[src/rtl/dmac_pkg.sv]
package dmac_pkg;

  typedef enum logic [1:0] {
    SZ_BYTE = 2'd0,
    SZ_HALF = 2'd1,
    SZ_WORD = 2'd2,
    SZ_BAD  = 2'd3
  } beat_sz_e;

  // Control byte of a descriptor; bit order is decoded by the sequencer.
  typedef struct packed {
    logic [1:0] evt_sel;     // [7:6] bit6 block end, bit7 beat end
    logic       susp_after;  // [5]
    logic       dst_inc;     // [4]
    logic       src_inc;     // [3]
    beat_sz_e   size;        // [2:1]
    logic       valid;       // [0]
  } ctrl_t;

  localparam int CTRL_W = $bits(ctrl_t);

  typedef enum logic [2:0] {
    ST_IDLE, ST_FETCH, ST_DECODE, ST_CHK, ST_RD, ST_WR, ST_LINK, ST_SUSP
  } seq_st_e;

  function automatic logic [2:0] step_bytes(beat_sz_e sz);
    case (sz)
      SZ_BYTE: return 3'd1;
      SZ_HALF: return 3'd2;
      default: return 3'd4;
    endcase
  endfunction

endpackage

[src/rtl/dmac_irq_flags.sv]
module dmac_irq_flags #(
  parameter int N = 3
) (
  input  logic         clk,
  input  logic         rst,
  input  logic [N-1:0] set,
  input  logic [N-1:0] clr,
  input  logic [N-1:0] en,
  output logic [N-1:0] flags,
  output logic         irq
);

  for (genvar g = 0; g < N; g++) begin : g_flag
    always_ff @(posedge clk) begin
      if (rst)         flags[g] <= 1'b0;
      else if (set[g]) flags[g] <= 1'b1;
      else if (clr[g]) flags[g] <= 1'b0;
    end
  end

  assign irq = |(flags & en);

endmodule

[src/rtl/dmac_xfer_regs.sv]
module dmac_xfer_regs
  import dmac_pkg::*;
#(
  parameter int ADDR_W = 32,
  parameter int DATA_W = 32,
  parameter int CNT_W  = 16
) (
  input  logic              clk,
  input  logic              rst,
  input  logic              start,
  input  logic [ADDR_W-1:0] first_desc,
  input  logic              ld_en,
  input  logic [1:0]        ld_idx,
  input  logic [DATA_W-1:0] ld_data,
  input  logic              step,
  input  logic              link,
  output ctrl_t             ctrl,
  output logic [ADDR_W-1:0] src,
  output logic [ADDR_W-1:0] dst,
  output logic [ADDR_W-1:0] desc_ptr,
  output logic              last_beat,
  output logic              next_zero
);

  localparam int CNT_LSB = 16;

  logic [ADDR_W-1:0] next_ptr;
  logic [CNT_W-1:0]  remain;
  logic [ADDR_W-1:0] stride;
  logic              unused_bits;

  assign stride      = ADDR_W'(step_bytes(ctrl.size));
  assign last_beat   = (remain == '0);
  assign next_zero   = (next_ptr == '0);
  assign unused_bits = ^ld_data[CNT_LSB-1:CTRL_W];

  always_ff @(posedge clk) begin
    if (rst) begin
      ctrl     <= '0;
      src      <= '0;
      dst      <= '0;
      desc_ptr <= '0;
      next_ptr <= '0;
      remain   <= '0;
    end else begin
      if (start) desc_ptr <= first_desc;
      if (link)  desc_ptr <= next_ptr;
      if (ld_en) begin
        case (ld_idx)
          2'd0: begin
            ctrl   <= ctrl_t'(ld_data[CTRL_W-1:0]);
            remain <= ld_data[CNT_LSB +: CNT_W];
          end
          2'd1:    src      <= ld_data[ADDR_W-1:0];
          2'd2:    dst      <= ld_data[ADDR_W-1:0];
          default: next_ptr <= ld_data[ADDR_W-1:0];
        endcase
      end
      if (step) begin
        if (ctrl.src_inc) src <= src + stride;
        if (ctrl.dst_inc) dst <= dst + stride;
        if (!last_beat)   remain <= remain - 1'b1;
      end
    end
  end

endmodule

[src/rtl/dmac_seq.sv]
module dmac_seq
  import dmac_pkg::*;
(
  input  logic       clk,
  input  logic       rst,
  input  logic       go,
  input  logic       susp_req,
  input  logic       resume,
  input  logic       bus_gnt,
  input  logic       bus_err,
  input  ctrl_t      ctrl,
  input  logic       last_beat,
  input  logic       next_zero,
  output logic       bus_req,
  output logic       bus_we,
  output logic       fetch_ph,
  output logic [1:0] widx,
  output logic       start,
  output logic       ld_en,
  output logic       step,
  output logic       link,
  output logic       rd_cap,
  output logic       set_done,
  output logic       set_susp,
  output logic       set_err,
  output logic       beat_ev,
  output logic       block_ev
);

  seq_st_e st, nxt, ret_st, ret_val;
  logic    susp_pend, ret_ld, widx_clr, widx_inc;
  logic    acc_ok, acc_bad;

  assign bus_req  = (st == ST_FETCH) || (st == ST_RD) || (st == ST_WR);
  assign bus_we   = (st == ST_WR);
  assign fetch_ph = (st == ST_FETCH);
  assign acc_ok   = bus_req && bus_gnt && !bus_err;
  assign acc_bad  = bus_req && bus_gnt && bus_err;

  always_comb begin
    nxt = st;      start = 1'b0;   ld_en = 1'b0;    step = 1'b0;
    link = 1'b0;   rd_cap = 1'b0;  set_done = 1'b0; set_susp = 1'b0;
    set_err = 1'b0; beat_ev = 1'b0; block_ev = 1'b0; ret_ld = 1'b0;
    ret_val = ST_CHK; widx_clr = 1'b0; widx_inc = 1'b0;
    case (st)
      ST_IDLE: if (go) begin
        start = 1'b1; widx_clr = 1'b1; nxt = ST_FETCH;
      end
      ST_FETCH: begin
        if (acc_bad) begin
          set_err = 1'b1; nxt = ST_IDLE;
        end else if (acc_ok) begin
          ld_en = 1'b1;
          if (widx == 2'd3) nxt = ST_DECODE;
          else              widx_inc = 1'b1;
        end
      end
      ST_DECODE: begin
        if (!ctrl.valid || ctrl.size == SZ_BAD) begin
          set_err = 1'b1; nxt = ST_IDLE;
        end else nxt = ST_CHK;
      end
      ST_CHK: begin
        if (susp_pend) begin
          set_susp = 1'b1; ret_ld = 1'b1; ret_val = ST_CHK; nxt = ST_SUSP;
        end else nxt = ST_RD;
      end
      ST_RD: begin
        if (acc_bad) begin
          set_err = 1'b1; nxt = ST_IDLE;
        end else if (acc_ok) begin
          rd_cap = 1'b1; nxt = ST_WR;
        end
      end
      ST_WR: begin
        if (acc_bad) begin
          set_err = 1'b1; nxt = ST_IDLE;
        end else if (acc_ok) begin
          step = 1'b1; beat_ev = 1'b1;
          if (!last_beat) nxt = ST_CHK;
          else begin
            block_ev = 1'b1;
            if (next_zero) begin
              set_done = 1'b1; nxt = ST_IDLE;
            end else begin
              link = 1'b1; widx_clr = 1'b1;
              if (ctrl.susp_after) begin
                set_susp = 1'b1; ret_ld = 1'b1; ret_val = ST_FETCH; nxt = ST_SUSP;
              end else nxt = ST_LINK;
            end
          end
        end
      end
      ST_LINK: nxt = ST_FETCH;
      ST_SUSP: if (resume) nxt = ret_st;
      default: nxt = ST_IDLE;
    endcase
  end

  always_ff @(posedge clk) begin
    if (rst) begin
      st        <= ST_IDLE;
      ret_st    <= ST_CHK;
      widx      <= 2'd0;
      susp_pend <= 1'b0;
    end else begin
      st <= nxt;
      if (ret_ld)        ret_st <= ret_val;
      if (widx_clr)      widx <= 2'd0;
      else if (widx_inc) widx <= widx + 2'd1;
      if (st == ST_IDLE || st == ST_SUSP) susp_pend <= 1'b0;
      else if (susp_req)                  susp_pend <= 1'b1;
    end
  end

  // bus released in the cycle after every completed write
  a_r6_release: assert property (@(posedge clk) disable iff (rst)
    (st == ST_WR && bus_gnt) |=> !bus_req);

endmodule

[src/rtl/dmac_channel.sv]
module dmac_channel
  import dmac_pkg::*;
#(
  parameter int ADDR_W = 32,
  parameter int DATA_W = 32,
  parameter int CNT_W  = 16
) (
  input  logic              clk,
  input  logic              rst,
  input  logic              trig_sw,
  input  logic              trig_periph,
  input  logic              trig_evt,
  input  logic [ADDR_W-1:0] first_desc,
  input  logic              susp_sw,
  input  logic              susp_evt,
  input  logic              resume_sw,
  input  logic              resume_evt,
  output logic              bus_req,
  output logic              bus_we,
  output logic [ADDR_W-1:0] bus_addr,
  output logic [1:0]        bus_size,
  output logic [DATA_W-1:0] bus_wdata,
  input  logic              bus_gnt,
  input  logic [DATA_W-1:0] bus_rdata,
  input  logic              bus_err,
  output logic              beat_done,
  output logic              block_done,
  output logic              evt_out,
  output logic              flag_done,
  output logic              flag_susp,
  output logic              flag_err,
  input  logic [2:0]        int_en,
  input  logic [2:0]        flag_clr,
  output logic              irq
);

  localparam int NFLAG = 3;

  ctrl_t             ctrl;
  logic [ADDR_W-1:0] src, dst, desc_ptr;
  logic [DATA_W-1:0] data_q;
  logic [1:0]        widx;
  logic [NFLAG-1:0]  flags;
  logic fetch_ph, start, ld_en, step, link, rd_cap;
  logic set_done, set_susp, set_err, beat_ev, block_ev, last_beat, next_zero;

  dmac_seq u_seq (
    .clk, .rst,
    .go       (trig_sw | trig_periph | trig_evt),
    .susp_req (susp_sw | susp_evt),
    .resume   (resume_sw | resume_evt),
    .bus_gnt, .bus_err, .ctrl, .last_beat, .next_zero,
    .bus_req, .bus_we, .fetch_ph, .widx, .start, .ld_en, .step, .link,
    .rd_cap, .set_done, .set_susp, .set_err, .beat_ev, .block_ev
  );

  dmac_xfer_regs #(.ADDR_W(ADDR_W), .DATA_W(DATA_W), .CNT_W(CNT_W)) u_regs (
    .clk, .rst, .start, .first_desc, .ld_en,
    .ld_idx (widx), .ld_data (bus_rdata), .step, .link,
    .ctrl, .src, .dst, .desc_ptr, .last_beat, .next_zero
  );

  dmac_irq_flags #(.N(NFLAG)) u_flags (
    .clk, .rst,
    .set   ({set_err, set_susp, set_done}),
    .clr   (flag_clr),
    .en    (int_en),
    .flags (flags),
    .irq   (irq)
  );

  assign flag_done = flags[0];
  assign flag_susp = flags[1];
  assign flag_err  = flags[2];

  assign bus_addr  = fetch_ph ? desc_ptr + ADDR_W'({widx, 2'b00})
                              : (bus_we ? dst : src);
  assign bus_size  = fetch_ph ? SZ_WORD : ctrl.size;
  assign bus_wdata = data_q;

  always_ff @(posedge clk) begin
    if (rst) begin
      data_q     <= '0;
      beat_done  <= 1'b0;
      block_done <= 1'b0;
      evt_out    <= 1'b0;
    end else begin
      if (rd_cap) data_q <= bus_rdata;
      beat_done  <= beat_ev;
      block_done <= block_ev;
      evt_out    <= (block_ev & ctrl.evt_sel[0]) | (beat_ev & ctrl.evt_sel[1]);
    end
  end

  // a waiting request keeps its address and direction
  a_r6_hold: assert property (@(posedge clk) disable iff (rst)
    (bus_req && !bus_gnt) |=> (bus_req && $stable(bus_addr) && $stable(bus_we)));

  // the error flag rises only with the channel off the bus
  a_r10_err_idle: assert property (@(posedge clk) disable iff (rst)
    $rose(flag_err) |-> !bus_req);

  // the suspend flag rises only with the channel off the bus
  a_r7_susp_idle: assert property (@(posedge clk) disable iff (rst)
    $rose(flag_susp) |-> !bus_req);

  // completion coincides with the final block pulse and an idle bus
  a_r5_done_idle: assert property (@(posedge clk) disable iff (rst)
    $rose(flag_done) |-> (!bus_req && block_done));

endmodule

[config.mk]
export PLATFORM = sky130hd
export DESIGN_NAME = dmac_channel
export DESIGN_NICKNAME = d
export VERILOG_FILES = /design/src/rtl/dmac_pkg.sv /design/src/rtl/dmac_irq_flags.sv /design/src/rtl/dmac_xfer_regs.sv /design/src/rtl/dmac_seq.sv /design/src/rtl/dmac_channel.sv
export SDC_FILE = /design/constraint.sdc
export NUM_CORES = 1
export LEC_CHECK = 0
export BUFFER_PORTS_ARGS = -buffer_cell sky130_fd_sc_hd__buf_2
export CORE_ASPECT_RATIO = 1.1
export CORE_MARGIN = 3
export CORE_UTILIZATION = 55
export DETAILED_ROUTE_END_ITERATION = 10
export PLACE_DENSITY = 0.82
export SKIP_LAST_GASP = 1
export SLEW_MARGIN = 20
export SYNTH_ARGS = -nofsm -noshare
export SYNTH_HDL_FRONTEND = slang
export SYNTH_HIERARCHICAL = 1
export SYNTH_SLANG_ARGS = --single-unit
[constraint.sdc]
create_clock -name clk -period 3.8 [get_ports clk]
set_clock_uncertainty 0.1 [all_clocks]
set_input_delay 0.76 -clock clk [delete_from_list [all_inputs] [get_ports clk]]
set_output_delay 0.76 -clock clk [all_outputs]
set_load 0.005 [all_outputs]
==> results.toml <==
[run_status]
status = "completed"

[job]
drv_cap = 0

[synth]
muxShareOfSynthArea_pct = 7.23
synth_top_cell_area_share_pct = 35.0
synth_compound_area_share_pct = 21.8
synth_seq_area_share_pct = 35.0
synth_cells = 1410
syn_area_mm2 = 0.0113
yosys-top-cells-area = "dfxtp_1, mux2i_1, a21oi_1"
synthXorXnorAreaFrac_pct = 1.40
ys_seq_elements = 197
yosys.cell_count.top_type = "dfxtp_1"
synth_top_family_by_area = "simple AND/OR/NAND/NOR gates"
yosys_warnings = 6
synth-main-ff-cell = "dfxtp_1"
yosys.area_share.simple_pct = 28.0
synth-edff-count = 0
synth_cell_types = 96
yosysTopAreaCell = "dfxtp_1"
avgSynthCellArea_um2 = 7.99
synthesis.nets = 1503
synth_common_cells = "dfxtp_1, nand2_1, nor2_1, a21oi_1, mux2i_1"
synthAdderAreaFrac_pct = 1.50
async_flop_share_pct = 0

[clock_network]
clk_path_buf_depth = 2
cts.clk_slew.worst_paths_ps = 70
htree_levels = 4
cts_sinks = 197
root_buffer = "clkbuf_16"
clk-insertion-delay-late_ps = 450
cts_tree = "done"
ctsHoldBuffers = 0
cts_made_buffers = 17

[die]
die_y_um = 156
dieArea_mm2 = 0.0222
io_pins = 156
start_util_pct = 56.3
rows = 54
die_w_um = 142
core_area_mm2 = 0.0200

[detailed_routing]
vias_per_cell = 6.51
drt_first_pass_iters = 6
initialDrtViolationCount = 1546
postRouteAntennaNets = 0
wire_per_inst_um = 19.5
num_vias = 11700
routed_wl_um = 35000
drc_errors = 0

[min_path]
whs_path_depth = 2
hold_class = "reg2reg"
worstHoldStart = "u_regs/next_ptr[9]"
holdPathEnd = "u_regs/next_ptr[9]"

[grt]
grt_pass1_wl_um = 55000
grt_use_total_pct = 30.6
antenna_found_initial = 0
grt_pass1_vias = 10400
grt_max_degree = 92
grt.overflow.total = 0

[timing]
finalHoldViolCount = 0
finalCriticalPeriod_ps = 3610
period_share_pct = 95.0
setup_violations = 0
whs_ps = 373
rsz0062_at_grt = "false"
maxSlewHeadroom_pct = 45.1
fmax_ghz = 0.277
worst_slack_ps = 191
worst_slew_pin_slew_ps = 824
slew_violations = 0
fin_tns_setup_ps = 0

[layout]
nets = 1617
n_antenna_cell = 0
fillers = 1733
drive_above_1_share_pct = 17.9
area_growth_pct = 13.9
stdcell_count = 1789

[critical_path]
r2r_cells = 10
crit_path_start_kind = "register"
crit_arrival_ps = 2750
reg2reg_from = "u_regs/remain[7]"
critPathRequiredTime_ps = 2940
critical_path_class = "reg2out"
endpoint_kind = "output pin"
rr_endpoint = "u_regs/desc_ptr[31]"
reg2reg_slack_ps = 710
cp_max_fo = 15

[place]
dp.cells = 1756
gp_congestion = 0.952
preCtsSetupSlack_ps = 461
portBuffers = 155
place_hpwl_um = 24700

[pwr]
power_w = 0.00557
cellPowerDensity_mw_per_mm2 = 434
peakVddDrop_uv = 326
p_leak_nw = 4.99
repair_timing:
action / CTS / global route
endpoints found under the setup margin: 4 / 4
cloned: 0 / 0
pin swaps: 0 / 0
endpoints found under the hold margin: 0 / 0
buffers inserted: 0 / 1
gates resized for setup: 1 / 1
worst max-delay path, cell delays in order (launching register included):
cell	delay, ps
dfxtp_2	470
inv_1	110
fa_2	400
and4b_4	380
nand2_4	120
or4_1	520
a31oi_1	160
buf_2	130
worst max-delay path by stage:
stage | endpoint | startpoint | slack (ps) | cells past startpoint
floorplan | bus_addr[30] | u_seq/widx[0] | 630 | 8
global placement | u_regs/src[31] | bus_err | 520 | 9
detailed placement | bus_addr[20] | u_seq/widx[1] | 460 | 7
CTS | bus_addr[20] | u_regs/desc_ptr[2] | 110 | 8
global route | bus_addr[20] | u_regs/desc_ptr[2] | 40 | 8
finish | bus_addr[20] | u_seq/widx[1] | 190 | 7
per-stage QoR:
| step | utilization, % | cell area [µm²] |
|---|---|---|
| floorplan | - | 11300 |
| global route | 64.1 | 12800 |
| detailed placement | 61.1 | 12200 |
| finish | 64.1 | 12800 |
| CTS | 64.1 | 12800 |
| global placement | 61.1 | 12200 |
placed cells by master (no fill, tap or decap), types with 5 or more instances in the layout:
cell,instances
o31ai_1,17
dfxtp_1,196
nand3_1,33
nor4_1,26
buf_2,154
o211ai_1,15
a21oi_1,122
clkinv_4,5
mux2i_1,78
inv_1,30
or2_2,5
and2_1,12
a22oi_1,5
a211o_1,5
nor3_1,32
and4_1,5
nand2_1,162
nor2b_1,34
nand3b_1,7
a31oi_1,45
xor2_1,8
a2111oi_0,6
xnor2_1,10
o21a_1,5
ha_1,11
or4_1,17
and3_1,22
a311oi_1,14
nor2_1,156
a32oi_1,5
or3_1,17
nand4_1,24
buf_4,31
clkbuf_16,17
nand2b_1,10
o21ai_0,31
a211oi_1,45
a21o_1,5
metal layers:
layer	vias up	part of all wire [%]	routed length [µm]	GRT usage, %
li1	5422	-	-	-
met1	5404	41	14500	42.4
met2	702	45	15600	47.4
met3	126	10	3550	5.73
met4	0	3.8	1330	12.0
met5	-	0	0	0
report_power, final:
group / leakage [nW] / internal (W) / switching [W]
clock: 0.287 / 0.000992 / 0.000867
sequential: 1.60 / 0.00217 / 0.000141
combinational: 3.10 / 0.000565 / 0.000840
cell type report:
| class | count | area [µm²] | share of cell area, % |
|---|---|---|---|
| clock buffers | 18 | 429 | 3.35 |
| flip-flops and latches | 197 | 3950 | 30.8 |
| repair buffers | 189 | 1070 | 8.38 |
| multi-input cells | 1089 | 6780 | 52.9 |
| clock inverters | 14 | 170 | 1.33 |
| well taps | 252 | 315 | 2.46 |
| inverters | 30 | 113 | 0.878 |
state kept, by name, summed over array words and instances, names as in the netlist:
name,cells
u_seq/widx,2
beat_done,1
u_regs/src,32
bus_wdata,32
block_done,1
u_regs/desc_ptr,32
u_seq/st,3
u_regs/remain,16
u_regs/ctrl,8
evt_out,1
u_flags/flags,3
u_seq/ret_st,1
u_regs/dst,32
u_regs/next_ptr,32
u_seq/susp_pend,1
logic make-up (layout without fill, tap and decap cells):
family	after synthesis	in the layout
AO/OA/AOI/OAI	369	369
XOR/XNOR	18	18
adder cells (fa/ha/maj)	13	13
buffers and inverters	124	251
flip-flops	197	197
multiplexers	81	81
AND/OR/NAND/NOR	608	608
No activity file was read; power rests on OpenSTA's default activity.
